===== src/rtl/hsw_pkg.sv =====
package hsw_pkg;

  typedef enum logic [3:0] {
    ST_LOCK    = 4'd0,
    ST_WAIT    = 4'd1,
    ST_INIT    = 4'd2,
    ST_CLEAR   = 4'd3,
    ST_ARM     = 4'd4,
    ST_RUN     = 4'd5,
    ST_OVOFF   = 4'd6,
    ST_LATCH   = 4'd7,
    ST_INIT_OV = 4'd8
  } hsw_state_e;

  typedef enum logic [2:0] {
    TM_HOLD     = 3'd0,
    TM_CLR      = 3'd1,
    TM_SLOW_UP  = 3'd2,
    TM_FAST_UP  = 3'd3,
    TM_SLOW_DN  = 3'd4,
    TM_QUICK_DN = 3'd5
  } tmr_mode_e;

  localparam int unsigned NUM_FLAGS = 8;

  typedef struct packed {
    logic supply_ok;
    logic uvlo_ok;
    logic uvhi_ok;
    logic ovhi;
    logic ovlo;
    logic cb;
    logic cl;
    logic gate_low;
  } cmp_flags_t;

endpackage


===== src/rtl/hsw_sync.sv =====
module hsw_sync #(
  parameter int unsigned W = 8
) (
  input  logic         clk,
  input  logic         rst_n,
  input  logic [W-1:0] async_i,
  output logic [W-1:0] sync_o
);

  for (genvar i = 0; i < W; i++) begin : g_bit
    logic [1:0] stage_q;

    always_ff @(posedge clk or negedge rst_n) begin
      if (!rst_n) begin
        stage_q <= 2'b00;
      end else begin
        stage_q <= {stage_q[0], async_i[i]};
      end
    end

    assign sync_o[i] = stage_q[1];
  end

endmodule


===== src/rtl/hsw_fault_timer.sv =====
module hsw_fault_timer
  import hsw_pkg::*;
#(
  parameter int unsigned W     = 16,
  parameter int unsigned SLOW  = 6,
  parameter int unsigned FAST  = 230,
  parameter int unsigned QUICK = 1024
) (
  input  logic         clk,
  input  logic         rst_n,
  input  tmr_mode_e    mode_i,
  output logic [W-1:0] value_o
);

  localparam logic [W:0] SLOW_S  = (W+1)'(SLOW);
  localparam logic [W:0] FAST_S  = (W+1)'(FAST);
  localparam logic [W:0] QUICK_S = (W+1)'(QUICK);

  logic [W-1:0] cnt_q;
  logic [W-1:0] cnt_d;
  logic [W:0]   up_step;
  logic [W:0]   dn_step;
  logic [W:0]   up_sum;
  logic         cnt_en;

  always_comb begin
    up_step = '0;
    dn_step = '0;
    unique case (mode_i)
      TM_SLOW_UP:  up_step = SLOW_S;
      TM_FAST_UP:  up_step = FAST_S;
      TM_SLOW_DN:  dn_step = SLOW_S;
      TM_QUICK_DN: dn_step = QUICK_S;
      default: ;
    endcase
  end

  assign up_sum = {1'b0, cnt_q} + up_step;

  always_comb begin
    if (mode_i == TM_CLR) begin
      cnt_d = '0;
    end else if (up_step != '0) begin
      cnt_d = up_sum[W] ? '1 : up_sum[W-1:0];
    end else if ({1'b0, cnt_q} < dn_step) begin
      cnt_d = '0;
    end else begin
      cnt_d = cnt_q - dn_step[W-1:0];
    end
  end

  assign cnt_en = (mode_i != TM_HOLD);

  always_ff @(posedge clk or negedge rst_n) begin
    if (!rst_n) begin
      cnt_q <= '0;
    end else if (cnt_en) begin
      cnt_q <= cnt_d;
    end
  end

  assign value_o = cnt_q;

endmodule


===== src/rtl/hsw_seq_fsm.sv =====
module hsw_seq_fsm
  import hsw_pkg::*;
#(
  parameter int unsigned W      = 16,
  parameter int unsigned TMR_HI = 16'hF000,
  parameter int unsigned TMR_LO = 16'h0400
) (
  input  logic         clk,
  input  logic         rst_n,
  input  logic         supply_ok_i,
  input  logic         uvlo_ok_i,
  input  logic         uvhi_ok_i,
  input  logic         ovhi_i,
  input  logic         ovlo_i,
  input  logic         cb_i,
  input  logic         gate_low_i,
  input  logic [W-1:0] timer_i,
  output hsw_state_e   state_o,
  output tmr_mode_e    mode_o
);

  localparam logic [W-1:0] HI_V = W'(TMR_HI);
  localparam logic [W-1:0] LO_V = W'(TMR_LO);

  hsw_state_e state_q;
  hsw_state_e state_d;
  logic       lockout;
  logic       at_hi;
  logic       at_lo;
  logic       below_lo;
  logic       start_ok;

  assign lockout  = !supply_ok_i || !uvlo_ok_i;
  assign at_hi    = (timer_i >= HI_V);
  assign at_lo    = (timer_i <= LO_V);
  assign below_lo = (timer_i <  LO_V);
  assign start_ok = gate_low_i && !cb_i;

  always_comb begin
    state_d = state_q;
    if (lockout) begin
      state_d = ST_LOCK;
    end else begin
      unique case (state_q)
        ST_LOCK:    if (uvhi_ok_i) state_d = ST_WAIT;
        ST_WAIT:    if (uvhi_ok_i && !ovhi_i && below_lo && start_ok) state_d = ST_INIT;
        ST_INIT: begin
          if (ovhi_i)     state_d = ST_INIT_OV;
          else if (at_hi) state_d = ST_CLEAR;
        end
        ST_CLEAR:   if (at_lo) state_d = ST_ARM;
        ST_ARM: begin
          if (ovhi_i)        state_d = ST_INIT_OV;
          else if (start_ok) state_d = ST_RUN;
        end
        ST_RUN: begin
          if (at_hi)       state_d = ST_LATCH;
          else if (ovhi_i) state_d = ST_OVOFF;
        end
        ST_OVOFF:   if (!ovlo_i) state_d = ST_RUN;
        ST_LATCH:   state_d = ST_LATCH;
        ST_INIT_OV: if (!ovlo_i) state_d = ST_WAIT;
        default:    state_d = ST_LOCK;
      endcase
    end
  end

  always_comb begin
    mode_o = TM_HOLD;
    if (lockout) begin
      mode_o = TM_CLR;
    end else begin
      unique case (state_q)
        ST_LOCK:    mode_o = TM_CLR;
        ST_WAIT:    mode_o = TM_SLOW_DN;
        ST_INIT:    mode_o = TM_SLOW_UP;
        ST_CLEAR:   mode_o = TM_QUICK_DN;
        ST_ARM:     mode_o = TM_SLOW_DN;
        ST_RUN:     mode_o = cb_i ? TM_FAST_UP : TM_SLOW_DN;
        ST_OVOFF:   mode_o = TM_HOLD;
        ST_LATCH:   mode_o = TM_SLOW_UP;
        ST_INIT_OV: mode_o = TM_QUICK_DN;
        default:    mode_o = TM_CLR;
      endcase
    end
  end

  always_ff @(posedge clk or negedge rst_n) begin
    if (!rst_n) begin
      state_q <= ST_LOCK;
    end else begin
      state_q <= state_d;
    end
  end

  assign state_o = state_q;

endmodule


===== src/rtl/hsw_seq_ctrl.sv =====
module hsw_seq_ctrl
  import hsw_pkg::*;
#(
  parameter int unsigned TMR_W     = 16,
  parameter int unsigned TMR_HI    = 16'hF000,
  parameter int unsigned TMR_LO    = 16'h0400,
  parameter int unsigned TMR_SLOW  = 6,
  parameter int unsigned TMR_FAST  = 230,
  parameter int unsigned TMR_QUICK = 1024
) (
  input  logic             clk,
  input  logic             rst_n,
  input  logic             supply_ok_i,
  input  logic             win_uvlo_ok_i,
  input  logic             win_uvhi_ok_i,
  input  logic             win_ovhi_i,
  input  logic             win_ovlo_i,
  input  logic             sns_cb_i,
  input  logic             sns_cl_i,
  input  logic             gate_low_i,
  output logic             gate_en_o,
  output logic [2:0]       tmr_mode_o,
  output logic [3:0]       state_o,
  output logic             fault_latched_o,
  output logic             cl_active_o,
  output logic [TMR_W-1:0] timer_o
);

  cmp_flags_t       raw_flags;
  cmp_flags_t       flags;
  logic [NUM_FLAGS-1:0] flags_vec;
  hsw_state_e       state;
  tmr_mode_e        mode;
  logic [TMR_W-1:0] timer_val;

  assign raw_flags = '{
    supply_ok: supply_ok_i,
    uvlo_ok:   win_uvlo_ok_i,
    uvhi_ok:   win_uvhi_ok_i,
    ovhi:      win_ovhi_i,
    ovlo:      win_ovlo_i,
    cb:        sns_cb_i,
    cl:        sns_cl_i,
    gate_low:  gate_low_i
  };

  hsw_sync #(
    .W (NUM_FLAGS)
  ) u_sync (
    .clk     (clk),
    .rst_n   (rst_n),
    .async_i (raw_flags),
    .sync_o  (flags_vec)
  );

  assign flags = cmp_flags_t'(flags_vec);

  hsw_seq_fsm #(
    .W      (TMR_W),
    .TMR_HI (TMR_HI),
    .TMR_LO (TMR_LO)
  ) u_fsm (
    .clk         (clk),
    .rst_n       (rst_n),
    .supply_ok_i (flags.supply_ok),
    .uvlo_ok_i   (flags.uvlo_ok),
    .uvhi_ok_i   (flags.uvhi_ok),
    .ovhi_i      (flags.ovhi),
    .ovlo_i      (flags.ovlo),
    .cb_i        (flags.cb),
    .gate_low_i  (flags.gate_low),
    .timer_i     (timer_val),
    .state_o     (state),
    .mode_o      (mode)
  );

  hsw_fault_timer #(
    .W     (TMR_W),
    .SLOW  (TMR_SLOW),
    .FAST  (TMR_FAST),
    .QUICK (TMR_QUICK)
  ) u_timer (
    .clk     (clk),
    .rst_n   (rst_n),
    .mode_i  (mode),
    .value_o (timer_val)
  );

  assign gate_en_o       = (state == ST_RUN);
  assign fault_latched_o = (state == ST_LATCH);
  assign cl_active_o     = flags.cl && (state == ST_RUN);
  assign tmr_mode_o      = mode;
  assign state_o         = state;
  assign timer_o         = timer_val;

endmodule


===== config.mk =====
export PLATFORM = sky130hd
export DESIGN_NAME = hsw_seq_ctrl
export DESIGN_NICKNAME = d
export VERILOG_FILES = /design/src/rtl/hsw_pkg.sv /design/src/rtl/hsw_sync.sv /design/src/rtl/hsw_fault_timer.sv /design/src/rtl/hsw_seq_fsm.sv /design/src/rtl/hsw_seq_ctrl.sv
export SDC_FILE = /design/constraint.sdc
export NUM_CORES = 1
export LEC_CHECK = 0
export BUFFER_PORTS_ARGS = -buffer_cell sky130_fd_sc_hd__buf_2
export CAP_MARGIN = 5
export CORE_MARGIN = 4
export CORE_UTILIZATION = 62
export CTS_CLUSTER_DIAMETER = 30
export CTS_CLUSTER_SIZE = 28
export DETAILED_ROUTE_END_ITERATION = 8
export GPL_TIMING_DRIVEN = 0
export PLACE_DENSITY = 0.85
export SYNTH_ARGS = -nofsm -noshare
export SYNTH_HDL_FRONTEND = slang
export SYNTH_HIERARCHICAL = 1
export SYNTH_SLANG_ARGS = --single-unit
export TNS_END_PERCENT = 20

===== constraint.sdc =====
create_clock -name clk -period 11.42 [get_ports clk]
set_input_delay 0.571 -clock clk [delete_from_list [all_inputs] [get_ports clk]]
set_output_delay 0.571 -clock clk [all_outputs]
set_load 0.01 [all_outputs]

# After elaboration in Yosys (flattened, before gate mapping)
# Index checks and enable logic that the tools add are counted.
[word_totals]
output_inout_bits = 26
ff_bits = 36
[classes]
n_mux = 22
n_addsub = 2
reduce_logical = 17
n_lt_le_gt_ge = 4
n_eq_ne = 21
[ops]
columns = ["cell", "n"]
rows = [
  ["$mux W16", 4],
  ["$mux W4", 12],
  ["$pmux W4 S9", 1],
  ["$pmux W11 S2", 1],
  ["$add A16 B8 Y17", 1],
  ["$reduce_bool A17 Y1", 1],
  ["$eq A4 B3 Y1 const B", 4],
  ["$ge A16 B16 Y1 const B", 1],
  ["$le A16 B11 Y1 const B", 1],
  ["$lt A16 B11 Y1", 1],
  ["$lt A16 B11 Y1 const B", 1],
  ["$pmux W8 S2", 1],
  ["$sub A16 B11 Y16", 1],
  ["$pmux W3 S5", 1],
  ["$ne A3 B2 Y1 const B", 3],
  ["$eq A4 B2 Y1 const B", 2],
  ["$ne A4 B2 Y1 const B", 2],
  ["$reduce_and A8 Y1", 1],
  ["$eq A3 B2 Y1 const B", 2],
  ["$eq A3 B3 Y1 const B", 2],
  ["$mux W3", 2],
  ["$ne A3 B1 Y1 const B", 2],
  ["$reduce_or A2 Y1", 3],
  ["$logic_and A1 B1 Y1", 5],
  ["other kinds (8)", 11],
]

# Depth between registers and ports, before layout
# Gate-level depths: netlist (run 1).
[depth]
ltp_word = 10
ltp_mapped = 19
mapped_depth_nobuf = 14

# Hierarchy
# Netlist (run 1), hierarchy kept.
[modules_own_cells]
columns = ["mod", "cells_each", "n_inst", "area_each_um2"]
rows = [
  ["hsw_fault_timer", 185, 1, 1554.0],
  ["hsw_seq_fsm", 77, 1, 551.8],
  ["hsw_sync", 24, 1, 460.4],
  ["hsw_seq_ctrl", 3, 1, 30.0],
]

# Least setup slack after synthesis (run 1)
# No wires, ideal clock.
[synth_path]
path_type = "register to register"
from = "reg u_fsm.state_q[1] (netlist: u_fsm/state_o[1])"
to = "reg u_timer.cnt_q[9] (netlist: u_timer/value_o[9])"
arrival_time_ns = 4.062
synth_period_minus_slack_ns = 4.202
slack_ns = 7.218
setup_time_ns = 0.140
t_required_ns = 11.280
path_stages_with_launch = 18
cell_sequence = "dfrtp_1 buf_4 or3_1 a21oi_1 o21a_1 buf_2 inv_1 nand2_1 clkinv_1 clkbuf_1 and2_1 ha_1 a211o_1 a21o_1 and3_1 clkbuf_1 a2111oi_0 o22ai_1"
[synth_between]
elab_chain_cells = 10
[synth_rtl]
columns = ["item", "line", "rtl"]
rows = [
  ["start, declared", "hsw_seq_fsm.sv:25", "hsw_state_e state_q;"],
  ["start signal, assigned", "hsw_seq_fsm.sv:92", "state_q <= state_d;"],
  ["$eq A4 B2 Y1, or another cell as far along", "hsw_seq_fsm.sv:73", "unique case (state_q)"],
  ["$reduce_or A2 Y1 (no source line)", "--", ""],
  ["$pmux W3 S5 (*)", "hsw_seq_fsm.sv:73", ""],
  ["$mux W3 (*)", "hsw_seq_fsm.sv:70", "if (lockout) begin"],
  ["net tmr_mode_o[2]", "hsw_seq_ctrl.sv:22", "output logic [2:0] tmr_mode_o,"],
  ["$eq A3 B3 Y1 or $eq A3 B2 Y1 (tied branches)", "hsw_fault_timer.sv:29", "unique case (mode_i)"],
  ["$pmux W11 S2 or $pmux W8 S2 (tied branches)", "hsw_fault_timer.sv:29", ""],
  ["$sub A16 B11 Y16, or another cell as far along", "hsw_fault_timer.sv:48", "cnt_d = cnt_q - dn_step[W-1:0];"],
  ["$mux W16, on equally long branches", "hsw_fault_timer.sv:45, hsw_fault_timer.sv:44", ""],
  ["$mux W16", "hsw_fault_timer.sv:43", "end else if (up_step != '0) begin"],
  ["$mux W16", "hsw_fault_timer.sv:41", "if (mode_i == TM_CLR) begin"],
  ["end signal, assigned", "hsw_fault_timer.sv:58", "cnt_q <= cnt_d;"],
  ["end, declared", "hsw_fault_timer.sv:19", "logic [W-1:0] cnt_q;"],
]
# The timed path passes the listed nets; every way through them passes the cells marked *.
# A chain may end at the register's enable or synchronous reset.

# Worst setup path in the final report (run 1)
[layout_path]
from = "reg u_fsm.state_q[1] (netlist: u_fsm/state_o[1])"
to = "reg u_timer.cnt_q[9] (netlist: u_timer/value_o[9])"
[layout_between]
elab_chain_cells = 10
[layout_rtl]
columns = ["item", "line"]
rows = [
  ["$eq A4 B2 Y1, or another cell as far along", "hsw_seq_fsm.sv:73"],
  ["$reduce_or A2 Y1 (no source line)", "--"],
  ["$pmux W3 S5 (*)", "hsw_seq_fsm.sv:73"],
  ["$mux W3 (*)", "hsw_seq_fsm.sv:70"],
  ["$eq A3 B3 Y1 or $eq A3 B2 Y1 (tied branches)", "hsw_fault_timer.sv:29"],
  ["$pmux W11 S2 or $pmux W8 S2 (tied branches)", "hsw_fault_timer.sv:29"],
  ["$sub A16 B11 Y16, or another cell as far along", "hsw_fault_timer.sv:48"],
  ["$mux W16, on equally long branches", "hsw_fault_timer.sv:45, hsw_fault_timer.sv:44"],
  ["$mux W16", "hsw_fault_timer.sv:43"],
  ["$mux W16", "hsw_fault_timer.sv:41"],
]
# Mark *: on every way between the ends. The rest lies on a longest branch, timed or not.

==> metrics.cfg, run 1 <==
[final_layout]
layout-drive-gt1-share = 0.223
area_delta_synth_final_pct = 12.7
diodes = 0
final_nets = 350
final.fill_count = 327

[critical_path]
worst_ep_arrival_time_ns = 5.31
crit_fanout = 12
startpoint_type = flip-flop
endpoint_kind = flip-flop
crit_type = flip-flop to flip-flop
required_ns = 11.59

[yosys]
synth_seq_area_share = 0.347
synth_seq_cells = 36
synth_cells = 289
synth_warnings = 6
synth-async-reset-ratio = 1.00
ys_top_cells_by_area = dfrtp_1 (35%), a21oi_1 (4.4%), ha_1 (3.4%), buf_4 (3.2%), nor2_1 (2.9%)
ys.flop_type = dfrtp_1
syn_avg_cell_area_sq_um = 8.98
yosysMostFrequentCell = dfrtp_1
syn-num-nets = 308
synth_edf_count = 0
synth_common_cells = dfrtp_1 (36), a21oi_1 (23), nor2_1 (20)
yosysTopAreaCellShare = 0.347
mappedNetlistArea_sq_um = 2600
yosysUniqueCellTypes = 73
synth_top_area_cell = dfrtp_1

[cts]
htreeDepth = 2
cts_tree = yes
clkSlewWorstSetupHoldPaths_ns = 0.08
cts_sinks = 36
ctsLongestPathBuffers = 2
numCtsBuffers = 5
ctsResizeCount = 0
cts_setup_buffers = 0
clk_latency_ns = 0.30
cts_root_buf = clkbuf_8
hold_buffers = 0

[global_routing]
grt_pass1_wl_microns = 11300
antenna_found_initial = 0
grt_max_degree = 37
grt_pass1_vias = 2379
grt-ovfl-total = 0
grtUsageTotal = 0.275

[die]
row_count = 23
die_y_microns = 72.7
dieArea_sq_um = 5290
ioPinCount = 36
start_util = 0.644
die-width_microns = 72.7
core_area_sq_um = 4030

[routing]
wl_met2_microns = 3080
wl_met3_microns = 645
wl_microns = 6890
ant_nets = 0
vias_per_cell = 6.75
wl_met1_microns = 2960
first_iter_violations = 358
firstDrtPassIters = 7
wl_per_cell_microns = 18.0
drcViolationCount = 0
num_vias = 2579
dr.max_layer_used = met4

[power]
p_seq_frac = 0.509
total_power_uw = 267
p_per_area_nw_per_um2 = 91.2
combinationalPowerShare = 0.135
power_switching_uw = 76.0
pwr-share-clk = 0.356
p_int_uw = 191
p_sw_frac = 0.285
p_leak_uw = 0.00136
vdd_ir_drop_max_mv = 0.0881

[timing]
min_period_ns = 5.14
setup_viol = 0
slew_violations = 0
tightest_slew_ns = 0.803
fmax_mhz = 195
rsz0062_at_grt = false
hold_violations = 0
relSlewSlack = 0.461
fin_skew_ns = 0.00613
finalSetupTns_ns = 0
fin_crit_sh = 0.450

[placed_design]
place_congestion = 0.925
io_buffers = 35
place_hpwl_microns = 4790

[flow_run]
maxCapViolations = 0

[run_status]
status = finished, final reports clean

[worst_hold_path]
hp-class = input port to asynchronous set/reset pin

## path summary, 6_finish.rpt
| kind | depth (start not counted) | to | start | slack, ns |
|---|---|---|---|---|
| max reg2reg | 17 | u_timer/value_o[9] | u_fsm/state_o[1] | 6.28 |
| max | 17 | u_timer/value_o[9] | u_fsm/state_o[1] | 6.28 |
| min reg2reg | 0 | u_sync/g_bit[5].stage_q[1] | u_sync/g_bit[5].stage_q[0] | 0.35 |
| min | 1 | u_timer/value_o[9] | rst_n | 0.35 |
| min in group clk | 0 | u_sync/g_bit[5].stage_q[1] | u_sync/g_bit[5].stage_q[0] | 0.35 |
| max in group asynchronous | 1 | u_timer/value_o[7] | rst_n | 10.54 |
## cells by family after synthesis
| family | share of synthesized area |
|---|---|
| and+or+nand+nor | 0.228 |
| AOI/OAI and AO/OA | 0.266 |
| DFF | 0.347 |
| buffers and inverters | 0.0737 |
| adders and majority gates | 0.0492 |
| xor gates and xnor gates | 0.0169 |
| muxes | 0.0193 |
## sequential cells by signal, summed over array words and instances, names as in the netlist
register              count
u_sync/g_bit.stage_q     16
u_timer/value_o          16
u_fsm/state_o             4
## layout make-up
cell class / count / area, sq um / area share
Timing Repair Buffer: 35 / 175 / 0.0599
Clock inverter: 3 / 23.8 / 0.00812
Sequential cell: 36 / 901 / 0.308
Clock buffer: 5 / 68.8 / 0.0235
Multi-Input combinational cell: 218 / 1500 / 0.514
Tap cell: 50 / 62.6 / 0.0214
Inverter: 11 / 41.3 / 0.0141
Buffer: 24 / 150 / 0.0513
## metal layers
layer / global-route usage / vias up
li1: - / 1180
met1: 0.383 / 1217
met2: 0.403 / 156
met4: 0.141 / 0
met5: 0 / -
met3: 0.0579 / 26
## per-stage QoR
step / setup WS [ns] / cells / utilization / area [sq um] / hold WS [ns]
after floorplan: 7.22 / 289 / - / 2600 / 0.275
after global placement: 6.55 / 374 / 0.703 / 2830 / 0.332
after detailed placement: 6.47 / 374 / 0.703 / 2830 / 0.336
after CTS: 6.44 / 382 / 0.726 / 2930 / 0.351
after global routing: 6.03 / 382 / 0.726 / 2930 / 0.359
final: 6.28 / 382 / 0.726 / 2930 / 0.348
## critical path, stage by stage, from the launching register on
cell       delay [ns]
dfrtp_1          0.45
buf_4            0.20
or3_1            0.36
a21oi_1          0.20
o21a_1           0.19
buf_2            0.24
inv_1            0.15
nand2_1          0.37
clkinv_1         0.37
clkbuf_1         0.39
and2_1           0.30
ha_1             0.35
a211o_1          0.34
a21o_1           0.22
and3_1           0.19
clkbuf_1         0.23
a2111oi_0        0.34
o22ai_1          0.11
## power groups by stage
stage | Sequential (uW) | Combinational (uW) | Clock (uW)
floorplan | 138 | 24.2 | 0
global placement | 138 | 35.1 | 0
detailed placement | 138 | 35.5 | 0
CTS | 136 | 35.6 | 97.3
global route | 136 | 39.1 | 104
finish | 136 | 36.0 | 95.1
## placed cells by master (no fill, tap or decap), drive strengths merged, types with 5 or more instances in the layout
cell type and count:
mux2i 5, o21a 5, and3 5, ha 7, or4 6, buf 52
dfrtp 36, nand4 5, a31oi 8, inv 10, clkbuf 12, o21ai 15
a211oi 5, nand2 15, nor2 20, nand3 11, nor3 10, a21oi 23
Power figures use the tool's default switching activity.
==> run 2: changes to the inputs <==
--- a/config.mk
+++ b/config.mk
@@ -8,12 +8,12 @@
 export BUFFER_PORTS_ARGS = -buffer_cell sky130_fd_sc_hd__buf_2
 export CAP_MARGIN = 5
 export CORE_MARGIN = 4
-export CORE_UTILIZATION = 62
+export CORE_UTILIZATION = 52
 export CTS_CLUSTER_DIAMETER = 30
 export CTS_CLUSTER_SIZE = 28
 export DETAILED_ROUTE_END_ITERATION = 8
 export GPL_TIMING_DRIVEN = 0
-export PLACE_DENSITY = 0.85
+export PLACE_DENSITY = 0.76
 export SYNTH_ARGS = -nofsm -noshare
 export SYNTH_HDL_FRONTEND = slang
 export SYNTH_HIERARCHICAL = 1
==> constraint.sdc (replaced) <==
create_clock -name clk -period 4.3 [get_ports clk]
set_input_delay 0.215 -clock clk [delete_from_list [all_inputs] [get_ports clk]]
set_output_delay 0.215 -clock clk [all_outputs]
set_load 0.01 [all_outputs]
==> run 2 against run 1 <==
Core utilization shrank 7.9 points; sequential share of layout area fell by 1.7 points; cell count up 6.0%; critical path type unchanged; cell area up 5.9%; power increased to 2.9 times the previous value; clock-buffer cell count unchanged; routed wire length is 3.6% higher; sequential power rose to 2.6 times the previous value; fmax rose by 21%.
==> metrics.cfg, run 2 (synthesized netlist as in run 1, its figures left out) <==
[critical_path]
crit_type = flip-flop to flip-flop  ; unchanged
worst_ep_arrival_time_ns = 4.43  ; was 5.31 ns
cp_top_family = simple AND/OR/NAND/NOR gates  ; was buffers and inverters
slowest_delay_ns = 0.50  ; was 0.45 ns
r2r.worst_path.cells = 15  ; was 17
path_buf_inv = 4  ; was 6
r2r_start = u_fsm/state_o[2]  ; was u_fsm/state_o[1]
slowest_stage = or4b_1  ; was dfrtp_1
endpoint_kind = flip-flop  ; unchanged
r2r_slack_ns = 0.06  ; was 6.28 ns
r2r-end = u_timer/value_o[3]  ; was u_timer/value_o[9]
crit_fanout = 10  ; was 12
worst-path-stages = 15  ; was 17
required_ns = 4.48  ; was 11.59 ns
startpoint_type = flip-flop  ; unchanged
cp_cell_sequence = buf_4 -> and3_1 -> nor3_1 -> a21oi_1 -> or3_4 -> or4b_1 -> buf_2 -> fa_2 -> or4_1 -> buf_2 -> o21a_1 -> o21a_1 -> buf_6 -> a21o_1 -> a211o_1  ; was buf_4 -> or3_1 -> a21oi_1 -> o21a_1 -> buf_2 -> inv_1 -> nand2_1 -> clkinv_1 -> clkbuf_1 -> and2_1 -> ha_1 -> a211o_1 -> a21o_1 -> and3_1 -> clkbuf_1 -> a2111oi_0 -> o22ai_1

[cts]
cts_root_buf = clkbuf_8  ; unchanged
clkSlewWorstSetupHoldPaths_ns = 0.09  ; was 0.08 ns
clk_latency_ns = 0.30  ; about the same
ctsLongestPathBuffers = 2  ; unchanged
cts_sinks = 36  ; unchanged
cts_tree = yes  ; unchanged
numCtsBuffers = 5  ; unchanged
htreeDepth = 2  ; unchanged

[placed_design]
io_buffers = 35  ; unchanged
place_hpwl_microns = 4780  ; was 4790 microns
place_congestion = 0.910  ; was 0.925

[timing]
finalSetupTns_ns = 0  ; unchanged
min_period_ns = 4.24  ; was 5.14 ns
slew_violations = 0  ; unchanged
fin_skew_ns = 0.0125  ; was 0.00613 ns
tightest_slew_ns = 0.843  ; was 0.803 ns
fmax_mhz = 236  ; was 195 MHz
hold_violations = 0  ; unchanged
relSlewSlack = 0.438  ; was 0.461
hold_slack_ns = 0.00812  ; was 0.348 ns
setup_viol = 0  ; unchanged
fin_crit_sh = 0.987  ; was 0.450
rsz0062_at_grt = true  ; was false

[die]
dieArea_sq_um = 6190  ; was 5290 sq um
row_count = 25  ; was 23
start_util = 0.542  ; was 0.644
ioPinCount = 36  ; unchanged
die_y_microns = 78.7  ; was 72.7 microns
core_area_sq_um = 4790  ; was 4030 sq um
die-width_microns = 78.7  ; was 72.7 microns

[routing]
drcViolationCount = 0  ; unchanged
num_vias = 2605  ; was 2579
firstDrtPassIters = 5  ; was 7
first_iter_violations = 269  ; was 358
vias_per_cell = 6.43  ; was 6.75
wl_per_cell_microns = 17.6  ; was 18.0 microns
wl_microns = 7130  ; was 6890 microns
ant_nets = 0  ; unchanged

[power]
power_switching_uw = 209  ; was 76.0 uW
vdd_ir_drop_max_mv = 0.220  ; was 0.0881 mV
pwr-share-clk = 0.405  ; was 0.356
combinationalPowerShare = 0.132  ; was 0.135
p_leak_uw = 0.00143  ; was 0.00136 uW
total_power_uw = 778  ; was 267 uW
p_seq_frac = 0.463  ; was 0.509
p_int_uw = 569  ; was 191 uW
p_per_area_nw_per_um2 = 251  ; was 91.2 nW/um^2
p_sw_frac = 0.269  ; was 0.285

[global_routing]
grt_pass1_vias = 2380  ; was 2379
grt_max_degree = 37  ; unchanged
grtUsageTotal = 0.237  ; was 0.275
antenna_found_initial = 0  ; unchanged
grt_pass1_wl_microns = 11600  ; was 11300 microns
grt-ovfl-total = 0  ; unchanged

[final_layout]
area_delta_synth_final_pct = 19.3  ; was 12.7%
final_cell_mix = buf_2 (37), dfrtp_1 (35), a21oi_1 (21)  ; was buf_2 (38), dfrtp_1 (36), a21oi_1 (23)
final.fill_count = 421  ; was 327
diodes = 0  ; unchanged
final_nets = 356  ; was 350
seq_area_sq_um = 902  ; was 901 sq um
layout-drive-gt1-share = 0.281  ; was 0.223
multi_input_area_sq_um = 1570  ; was 1500 sq um
final_common_cell = buf_2  ; unchanged

[flow_run]
maxCapViolations = 0  ; unchanged

[run_status]
status = finished, final reports clean  ; unchanged

[worst_hold_path]
hp-class = input port to asynchronous set/reset pin  ; unchanged

[run 2: cell count changes in the layout (fill, tap and decap cells not counted), moves of 2 or more]
cell | before | now
clkbuf_1 | 7 | 5
a21oi_2 | 0 | 2
a21oi_1 | 23 | 21
buf_4 | 11 | 19
[run 2: power by group through the flow]
stage	Clock (uW)	Sequential, uW	Combinational (uW)
finish	315	360	102
CTS	321	360	98.1
detailed placement	0	367	95.2
global placement	0	366	93.5
global route	333	362	113
floorplan	0	366	64.3
[run 2: repair_timing]
| action | in CTS | in global routing |
|---|---|---|
| endpoints found under the setup margin | 16 | 16 |
| resized for setup | 15 | 9 |
| pin swaps | 0 | 1 |
| setup buffers | 0 | 7 |
| hold buffers | 0 | 0 |
[run 2: through the flow]
stage	setup WS, ns	util	std cells	instance area (sq um)
after floorplan	0.0984	-	289	2600
after global placement	-0.665	0.597	391	2860
after detailed placement	-0.697	0.597	391	2860
after CTS	0.0255	0.631	398	3020
after global routing	-0.0193	0.647	405	3100
final	0.0555	0.647	405	3100
[run 2: worst max path at each step]
stage | to | slack, ns | from
final | u_timer/value_o[3] | 0.06 | u_fsm/state_o[2]
after CTS | u_timer/value_o[3] | 0.03 | u_fsm/state_o[2]
after global routing | u_timer/value_o[3] | -0.02 | u_fsm/state_o[2]
after detailed placement | u_timer/value_o[9] | -0.70 | u_fsm/state_o[1]
after floorplan | u_timer/value_o[9] | 0.1 | u_fsm/state_o[1]
after global placement | u_timer/value_o[9] | -0.67 | u_fsm/state_o[1]
[run 2: worst reg2reg max path: stages, from the launching register on]
cell and delay [ns]:
dfrtp_2 0.45, buf_4 0.19, and3_1 0.19, nor3_1 0.19, a21oi_1 0.07, or3_4 0.37, or4b_1 0.50, buf_2 0.18
fa_2 0.38, or4_1 0.39, buf_2 0.18, o21a_1 0.23, o21a_1 0.21, buf_6 0.14, a21o_1 0.18, a211o_1 0.28
[run 2: layout make-up]
class,instances,share of cell area
Multi-Input combinational cell,218,0.505
Sequential cell,36,0.291
Timing Repair Buffer,42,0.0735
Buffer,23,0.0505
Tap cell,67,0.0271
Clock buffer,5,0.0222
Inverter,11,0.0153
Clock inverter,3,0.0149
[run 2: per-layer routing]
metal,wire length [microns],part of all wire,GRT usage
met3,546,0.077,0.0390
met5,0,0,0
met2,3280,0.46,0.358
met1,3190,0.45,0.343
met4,110,0.015,0.0822
